$ cat src/rtl/march_mark_pkg.sv
package march_mark_pkg;

  localparam int HEAD_BIT = 0;
  localparam int DIR_BIT  = 1;
  localparam int TAIL_BIT = 2;
  localparam int MARK_W   = 3;

  typedef enum logic [1:0] {
    PH_IDLE = 2'd0,
    PH_PAIR = 2'd1,
    PH_LAST = 2'd2
  } phase_e;

  // Effective program length: at least one gene, at most the capacity.
  function automatic int clamp_len(input int raw, input int cap);
    int r;
    r = raw;
    if (r < 1)   r = 1;
    if (r > cap) r = cap;
    return r;
  endfunction

  // Shared boundary value for a neighbouring tail/head pair.
  function automatic logic link_of(input logic tail_a, input logic head_b);
    return tail_a | head_b;
  endfunction

  // Number of marker bits that a pair repair raises from 0 to 1.
  function automatic logic [1:0] link_cost(input logic tail_a, input logic head_b);
    logic l;
    l = link_of(tail_a, head_b);
    return {1'b0, l & ~tail_a} + {1'b0, l & ~head_b};
  endfunction

endpackage

$ cat src/rtl/march_mark_ctrl.sv
module march_mark_ctrl
  import march_mark_pkg::*;
#(
  parameter int MAX_GENES = 16,
  parameter int LEN_W     = 5,
  parameter int IDX_W     = 4
) (
  input  logic             clk,
  input  logic             rst_n,
  input  logic             go,
  input  logic [LEN_W-1:0] len_in,
  output logic             busy,
  output logic             done,
  output logic             load_ev,
  output logic             pair_ev,
  output logic             last_ev,
  output logic [IDX_W-1:0] pair_idx,
  output logic [LEN_W-1:0] len_q
);

  phase_e phase_q;
  logic   done_q;
  logic   pair_final;

  assign load_ev    = (phase_q == PH_IDLE) && go;
  assign pair_ev    = (phase_q == PH_PAIR);
  assign last_ev    = (phase_q == PH_LAST);
  assign busy       = (phase_q != PH_IDLE);
  assign done       = done_q;
  assign pair_final = ((LEN_W'(pair_idx) + LEN_W'(2)) == len_q);

  always_ff @(posedge clk or negedge rst_n) begin
    if (!rst_n) begin
      phase_q  <= PH_IDLE;
      pair_idx <= '0;
      len_q    <= LEN_W'(1);
      done_q   <= 1'b0;
    end else begin
      done_q <= 1'b0;
      unique case (phase_q)
        PH_IDLE: begin
          if (go) begin
            len_q    <= len_in;
            pair_idx <= '0;
            phase_q  <= (len_in == LEN_W'(1)) ? PH_LAST : PH_PAIR;
          end
        end
        PH_PAIR: begin
          if (pair_final) phase_q <= PH_LAST;
          else            pair_idx <= pair_idx + 1'b1;
        end
        PH_LAST: begin
          phase_q <= PH_IDLE;
          done_q  <= 1'b1;
        end
        default: phase_q <= PH_IDLE;
      endcase
    end
  end

endmodule

$ cat src/rtl/march_mark_link.sv
module march_mark_link
  import march_mark_pkg::*;
(
  input  logic       tail_a,
  input  logic       head_b,
  output logic       link,
  output logic [1:0] cost
);

  assign link = link_of(tail_a, head_b);
  assign cost = link_cost(tail_a, head_b);

endmodule

$ cat src/rtl/march_mark_fix.sv
module march_mark_fix
  import march_mark_pkg::*;
#(
  parameter int MAX_GENES = 16,
  parameter int PAY_W     = 5
) (
  input  logic                                        clk,
  input  logic                                        rst_n,
  input  logic                                        go,
  input  logic [$clog2(MAX_GENES+1)-1:0]              prog_len,
  input  logic [MAX_GENES*(march_mark_pkg::MARK_W+PAY_W)-1:0] prog_in,
  output logic [MAX_GENES*(march_mark_pkg::MARK_W+PAY_W)-1:0] prog_out,
  output logic                                        busy,
  output logic                                        done,
  output logic [$clog2(2*MAX_GENES+1)-1:0]            fix_count
);

  localparam int GENE_W = MARK_W + PAY_W;
  localparam int LEN_W  = $clog2(MAX_GENES + 1);
  localparam int IDX_W  = (MAX_GENES > 1) ? $clog2(MAX_GENES) : 1;
  localparam int CNT_W  = $clog2(2 * MAX_GENES + 1);

  logic [GENE_W-1:0] gene_q [MAX_GENES];
  logic [LEN_W-1:0]  len_in;
  logic [LEN_W-1:0]  len_q;
  logic              load_ev, pair_ev, last_ev;
  logic [IDX_W-1:0]  pair_idx, pair_nxt, last_idx;
  logic              link_val;
  logic [1:0]        link_cost_w;
  logic              head0_miss, last_miss;
  logic [CNT_W-1:0]  cnt_q;

  assign len_in   = LEN_W'(clamp_len(int'(prog_len), MAX_GENES));
  assign pair_nxt = pair_idx + 1'b1;
  assign last_idx = IDX_W'(len_q - 1'b1);

  march_mark_ctrl #(
    .MAX_GENES(MAX_GENES),
    .LEN_W    (LEN_W),
    .IDX_W    (IDX_W)
  ) u_ctrl (
    .clk     (clk),
    .rst_n   (rst_n),
    .go      (go),
    .len_in  (len_in),
    .busy    (busy),
    .done    (done),
    .load_ev (load_ev),
    .pair_ev (pair_ev),
    .last_ev (last_ev),
    .pair_idx(pair_idx),
    .len_q   (len_q)
  );

  march_mark_link u_link (
    .tail_a(gene_q[pair_idx][TAIL_BIT]),
    .head_b(gene_q[pair_nxt][HEAD_BIT]),
    .link  (link_val),
    .cost  (link_cost_w)
  );

  assign head0_miss = ~prog_in[HEAD_BIT];
  assign last_miss  = ~gene_q[last_idx][TAIL_BIT];

  always_ff @(posedge clk or negedge rst_n) begin
    if (!rst_n) begin
      for (int g = 0; g < MAX_GENES; g++) gene_q[g] <= '0;
      cnt_q <= '0;
    end else if (load_ev) begin
      for (int g = 0; g < MAX_GENES; g++) gene_q[g] <= prog_in[g*GENE_W +: GENE_W];
      gene_q[0][HEAD_BIT] <= 1'b1;
      cnt_q <= CNT_W'(head0_miss);
    end else if (pair_ev) begin
      gene_q[pair_idx][TAIL_BIT] <= link_val;
      gene_q[pair_nxt][HEAD_BIT] <= link_val;
      cnt_q <= cnt_q + CNT_W'(link_cost_w);
    end else if (last_ev) begin
      gene_q[last_idx][TAIL_BIT] <= 1'b1;
      cnt_q <= cnt_q + CNT_W'(last_miss);
    end
  end

  for (genvar g = 0; g < MAX_GENES; g++) begin : g_out
    assign prog_out[g*GENE_W +: GENE_W] = gene_q[g];
  end

  assign fix_count = cnt_q;

endmodule

$ cat config.mk
export PLATFORM = sky130hd
export DESIGN_NAME = march_mark_fix
export DESIGN_NICKNAME = d
export VERILOG_FILES = /design/src/rtl/march_mark_pkg.sv /design/src/rtl/march_mark_ctrl.sv /design/src/rtl/march_mark_link.sv /design/src/rtl/march_mark_fix.sv
export SDC_FILE = /design/constraint.sdc
export NUM_CORES = 1
export LEC_CHECK = 0
export BUFFER_PORTS_ARGS = -buffer_cell sky130_fd_sc_hd__buf_2
export CAP_MARGIN = 20
export CORE_MARGIN = 2
export CORE_UTILIZATION = 40
export CTS_CLUSTER_SIZE = 16
export DETAILED_ROUTE_END_ITERATION = 8
export PLACE_DENSITY = 0.77
export REMOVE_ABC_BUFFERS = 1
export SYNTH_ARGS = -nofsm -noshare
export SYNTH_HDL_FRONTEND = slang
export SYNTH_SLANG_ARGS = --single-unit
$ cat constraint.sdc
create_clock -name clk -period 8.4 [get_ports clk]
set_input_delay 1.68 -clock clk [delete_from_list [all_inputs] [get_ports clk]]
set_output_delay 1.68 -clock clk [all_outputs]
set_load 0.05 [all_outputs]
==> impl_metrics.xml <==
<?xml version="1.0" encoding="UTF-8"?>
<metrics>
  <group name="outcome">
    <metric name="outcome" unit="">completed</metric>
  </group>
  <group name="sta">
    <metric name="slew_viol_final" unit="">0</metric>
    <metric name="maxClockFrequency" unit="MHz">256</metric>
    <metric name="timing.setup.tns" unit="ps">0</metric>
    <metric name="rsz0062_at_grt" unit="">no</metric>
    <metric name="report.final.hold_viol_count" unit="">0</metric>
    <metric name="timing_worst_slew_pin_value" unit="ps">998</metric>
    <metric name="setup_ws" unit="ps">4490</metric>
    <metric name="final-setup-viol-count" unit="">0</metric>
    <metric name="post-route-period-util" unit="%">46.5</metric>
    <metric name="relSlewSlack" unit="%">32.6</metric>
    <metric name="period_minus_ws_final" unit="ps">3910</metric>
    <metric name="layout_skew" unit="ps">11.0</metric>
    <metric name="finalHoldWorstSlack" unit="ps">467</metric>
  </group>
  <group name="worst_setup_path">
    <metric name="worstSetupStartpoint" unit="">u_ctrl.pair_idx[0]$_DFFE_PN0P_</metric>
    <metric name="crit_path_max_fanout" unit="">17</metric>
    <metric name="r2r_startpoint" unit="">u_ctrl.pair_idx[0]$_DFFE_PN0P_</metric>
    <metric name="setup.worst_path.start_class" unit="">flip-flop</metric>
    <metric name="setup.worst_path.end_class" unit="">flip-flop</metric>
    <metric name="crit_type" unit="">flip-flop to flip-flop</metric>
    <metric name="required" unit="ps">8700</metric>
    <metric name="worstPathArrival" unit="ps">4200</metric>
  </group>
  <group name="synth">
    <metric name="synth_xor_xnor_area_share" unit="%">1.43</metric>
    <metric name="syn_area_per_cell" unit="sq um">8.84</metric>
    <metric name="synth_top_flop_cell" unit="">sky130_fd_sc_hd__dfrtp_1</metric>
    <metric name="synth.lib_cells_used.distinct" unit="">49</metric>
    <metric name="synth_compound_gate_area_share" unit="%">10.5</metric>
    <metric name="multiplexer_area_fraction_after_synthesis" unit="%">6.19</metric>
    <metric name="dominant_combinational_cell_family_by_area_after_synthesis" unit="">simple AND/OR/NAND/NOR gates</metric>
    <metric name="asyncSetResetFlopFracSynth" unit="%">100</metric>
    <metric name="yosys_register_bits" unit="">146</metric>
    <metric name="postSynthCellCount" unit="">832</metric>
    <metric name="yosys.area_share.simple" unit="%">25.4</metric>
    <metric name="syn_area" unit="sq um">7360</metric>
    <metric name="synth_adder_area_share" unit="%">2.82</metric>
    <metric name="edff_count_synth" unit="">0</metric>
    <metric name="ys_warn_count" unit="">0</metric>
    <metric name="ys_seq_area_share" unit="%">49.7</metric>
  </group>
  <group name="routing">
    <metric name="drc_errors" unit="">0</metric>
    <metric name="first_iter_violations" unit="">466</metric>
    <metric name="drt-total-wl" unit="um">20900</metric>
    <metric name="routed-via-count" unit="">6842</metric>
    <metric name="routedWlPerCell" unit="um">15.9</metric>
    <metric name="ant_nets" unit="">0</metric>
    <metric name="drt_first_pass_iters" unit="">4</metric>
    <metric name="avgViaCountPerCell" unit="">5.19</metric>
  </group>
  <group name="clock_tree">
    <metric name="holdBufCountCts" unit="">0</metric>
    <metric name="max-clock-path-buffers" unit="">2</metric>
    <metric name="worst_setup_hold_path_clk_slew" unit="ps">70</metric>
    <metric name="cts_root_buf" unit="">sky130_fd_sc_hd__clkbuf_16</metric>
    <metric name="tritoncts" unit="">done</metric>
    <metric name="clock_latency" unit="ps">430</metric>
    <metric name="clock_sink_count" unit="">146</metric>
    <metric name="inserted_clock_buffers" unit="">17</metric>
    <metric name="cts_setup_buffers" unit="">0</metric>
    <metric name="post_cts.resized_instances" unit="">0</metric>
    <metric name="maximum_level_of_the_cts_h_tree" unit="">4</metric>
  </group>
  <group name="cells_and_area">
    <metric name="fill_cells" unit="">1687</metric>
    <metric name="final_area" unit="sq um">9430</metric>
    <metric name="nets" unit="">1227</metric>
    <metric name="layout_overhead_on_the_synthesized_area" unit="%">28.2</metric>
    <metric name="drive_above_1_share" unit="%">31.5</metric>
  </group>
  <group name="place">
    <metric name="gp_congestion" unit="">0.891</metric>
    <metric name="detailed_place.area" unit="sq um">8820</metric>
    <metric name="detailed_place_hpwl" unit="um">14900</metric>
    <metric name="placement.io_buffers" unit="">271</metric>
    <metric name="dpl_worst_slack" unit="ps">4580</metric>
  </group>
  <group name="pwr">
    <metric name="vdd.ir_drop.worst" unit="mV">0.296</metric>
    <metric name="finalPower" unit="mW">4.77</metric>
    <metric name="power.leakage" unit="nW">5.02</metric>
    <metric name="p_per_area" unit="nW/um^2">505</metric>
  </group>
  <group name="global_route">
    <metric name="grt_antenna_before_repair" unit="">1</metric>
    <metric name="grt_first_pass_wirelength" unit="um">34600</metric>
    <metric name="grt.total_usage" unit="%">21.9</metric>
    <metric name="first_global_vias" unit="">6823</metric>
    <metric name="grt_remaining_overflow" unit="">0</metric>
    <metric name="grt_start_max_net_pins" unit="">75</metric>
  </group>
  <group name="die">
    <metric name="floorplan.die.height" unit="um">140</metric>
    <metric name="core_region_area" unit="sq um">18000</metric>
    <metric name="starting_density" unit="%">40.8</metric>
    <metric name="placement_rows" unit="">49</metric>
    <metric name="boundaryPins" unit="">272</metric>
    <metric name="area_of_the_die" unit="sq um">19500</metric>
    <metric name="die_width" unit="um">140</metric>
  </group>
  <group name="job">
    <metric name="cap_viol_max_count" unit="">0</metric>
  </group>
  <group name="hold_path">
    <metric name="min-delay-path-class" unit="">flip-flop to flip-flop</metric>
    <metric name="hp-start" unit="">prog_out[65]$_DFFE_PN0P_</metric>
  </group>
</metrics>
==> cell type report <==
class / instances / area, sq um / area share (%)
antenna: 1 / 2.50 / 0.0265
clock buffer: 18 / 439 / 4.66
clock inverter: 14 / 169 / 1.79
inverter: 16 / 60.1 / 0.637
multi-input combinational: 618 / 3420 / 36.3
sequential: 146 / 3650 / 38.8
tap: 229 / 287 / 3.04
timing repair buffer: 276 / 1400 / 14.8
==> worst max-delay path, stage by stage, from the launching register on <==
cell and delay (ps):
sky130_fd_sc_hd__dfrtp_1 800, sky130_fd_sc_hd__inv_1 270, sky130_fd_sc_hd__ha_1 450, sky130_fd_sc_hd__mux4_2 330, sky130_fd_sc_hd__mux4_2 540, sky130_fd_sc_hd__nand2b_1 190
sky130_fd_sc_hd__fa_1 370, sky130_fd_sc_hd__inv_1 90, sky130_fd_sc_hd__ha_1 160, sky130_fd_sc_hd__inv_1 60, sky130_fd_sc_hd__o21ai_0 150, sky130_fd_sc_hd__o21ai_0 110
sky130_fd_sc_hd__a21oi_1 170, sky130_fd_sc_hd__o21ai_0 90
==> worst paths after layout <==
check | end | slack, ps | cells past startpoint
max in group asynchronous | prog_out[81]$_DFFE_PN0P_ | 5760 | 2
hold reg to reg | prog_out[65]$_DFFE_PN0P_ | 470 | 2
min in group asynchronous | u_ctrl.done$_DFF_PN0_ | 1240 | 1
hold / removal | prog_out[65]$_DFFE_PN0P_ | 470 | 2
setup / recovery | fix_count[2]$_DFFE_PN0P_ | 4490 | 13
setup reg to reg | fix_count[2]$_DFFE_PN0P_ | 4490 | 13
==> cells in the mapped netlist (all sizes together) (2+ instances only) <==
master  number  area share, %
o22ai       15            1.3
nor4bb       2           0.27
nand4        2           0.17
dfrtp      145             49
clkbuf      43            2.2
nand3       17            1.2
nor2b       20            1.7
mux2         2           0.31
nand2b       2           0.17
xor2         5           0.60
a221oi       2           0.24
mux4        14            4.4
nand3b       6           0.61
a211oi      11            1.1
nor4         4           0.34
buf          9            1.0
xnor2        7           0.83
or2          5           0.43
nand2      359             18
nor2        18            1.0
mux2i       11            1.5
nor4b        2           0.24
inv         16           0.82
ha          15            2.6
o211ai      16            2.3
nor3         6           0.41
a21oi       26            1.8
o21ai       28            1.9
nor3b        2           0.20
o31ai        8           0.82
==> metrics by stage <==
step                instances  utilization, %
floorplan                 780               -
global placement         1285            48.9
detailed placement       1285            48.9
CTS                      1317            52.3
global route             1318            52.3
finish                   1318            52.3
==> routing by layer <==
layer | global-route usage, % | wire length [um]
met1 | 28.2 | 8750
met2 | 36.0 | 10300
met3 | 5.99 | 1530
met4 | 7.05 | 378
met5 | 0 | 0
==> state kept, by name, summed over array words and instances, names as in the netlist <==
name	count
fix_count	6
prog_out	128
u_ctrl.done	1
u_ctrl.len_q	5
u_ctrl.pair_idx	4
u_ctrl.phase_q	2
==> kinds of logic (layout without fill, tap and decap cells) <==
group           Yosys count  in the layout
flops                   146            146
fa+ha+maj                16             16
buf+inv                  68            324
other cells               0              1
xor+xnor                 12             12
compound gates          115            115
mux                      27             27
simple gates            448            448
==> cell usage in the layout, fill, tap and decap left out, drive strengths merged, types with 14 or more instances in the layout <==
cell,Yosys,routed
nand2,359,359
dfrtp,145,145
nand3,17,17
buf,9,276
o21ai,28,28
ha,15,15
mux4,14,14
nor2,18,18
nor2b,20,20
o211ai,16,16
a21oi,26,26
clkbuf,43,18
o22ai,15,15
inv,16,23
==> power by group <==
group | total [mW] | switching, mW | internal [mW] | leakage, nW
clock | 0.787 | 0.331 | 0.456 | 0.290
sequential | 1.29 | 0.267 | 1.03 | 1.82
combinational | 2.68 | 1.97 | 0.716 | 2.91
(Power assumes the default switching activity.)
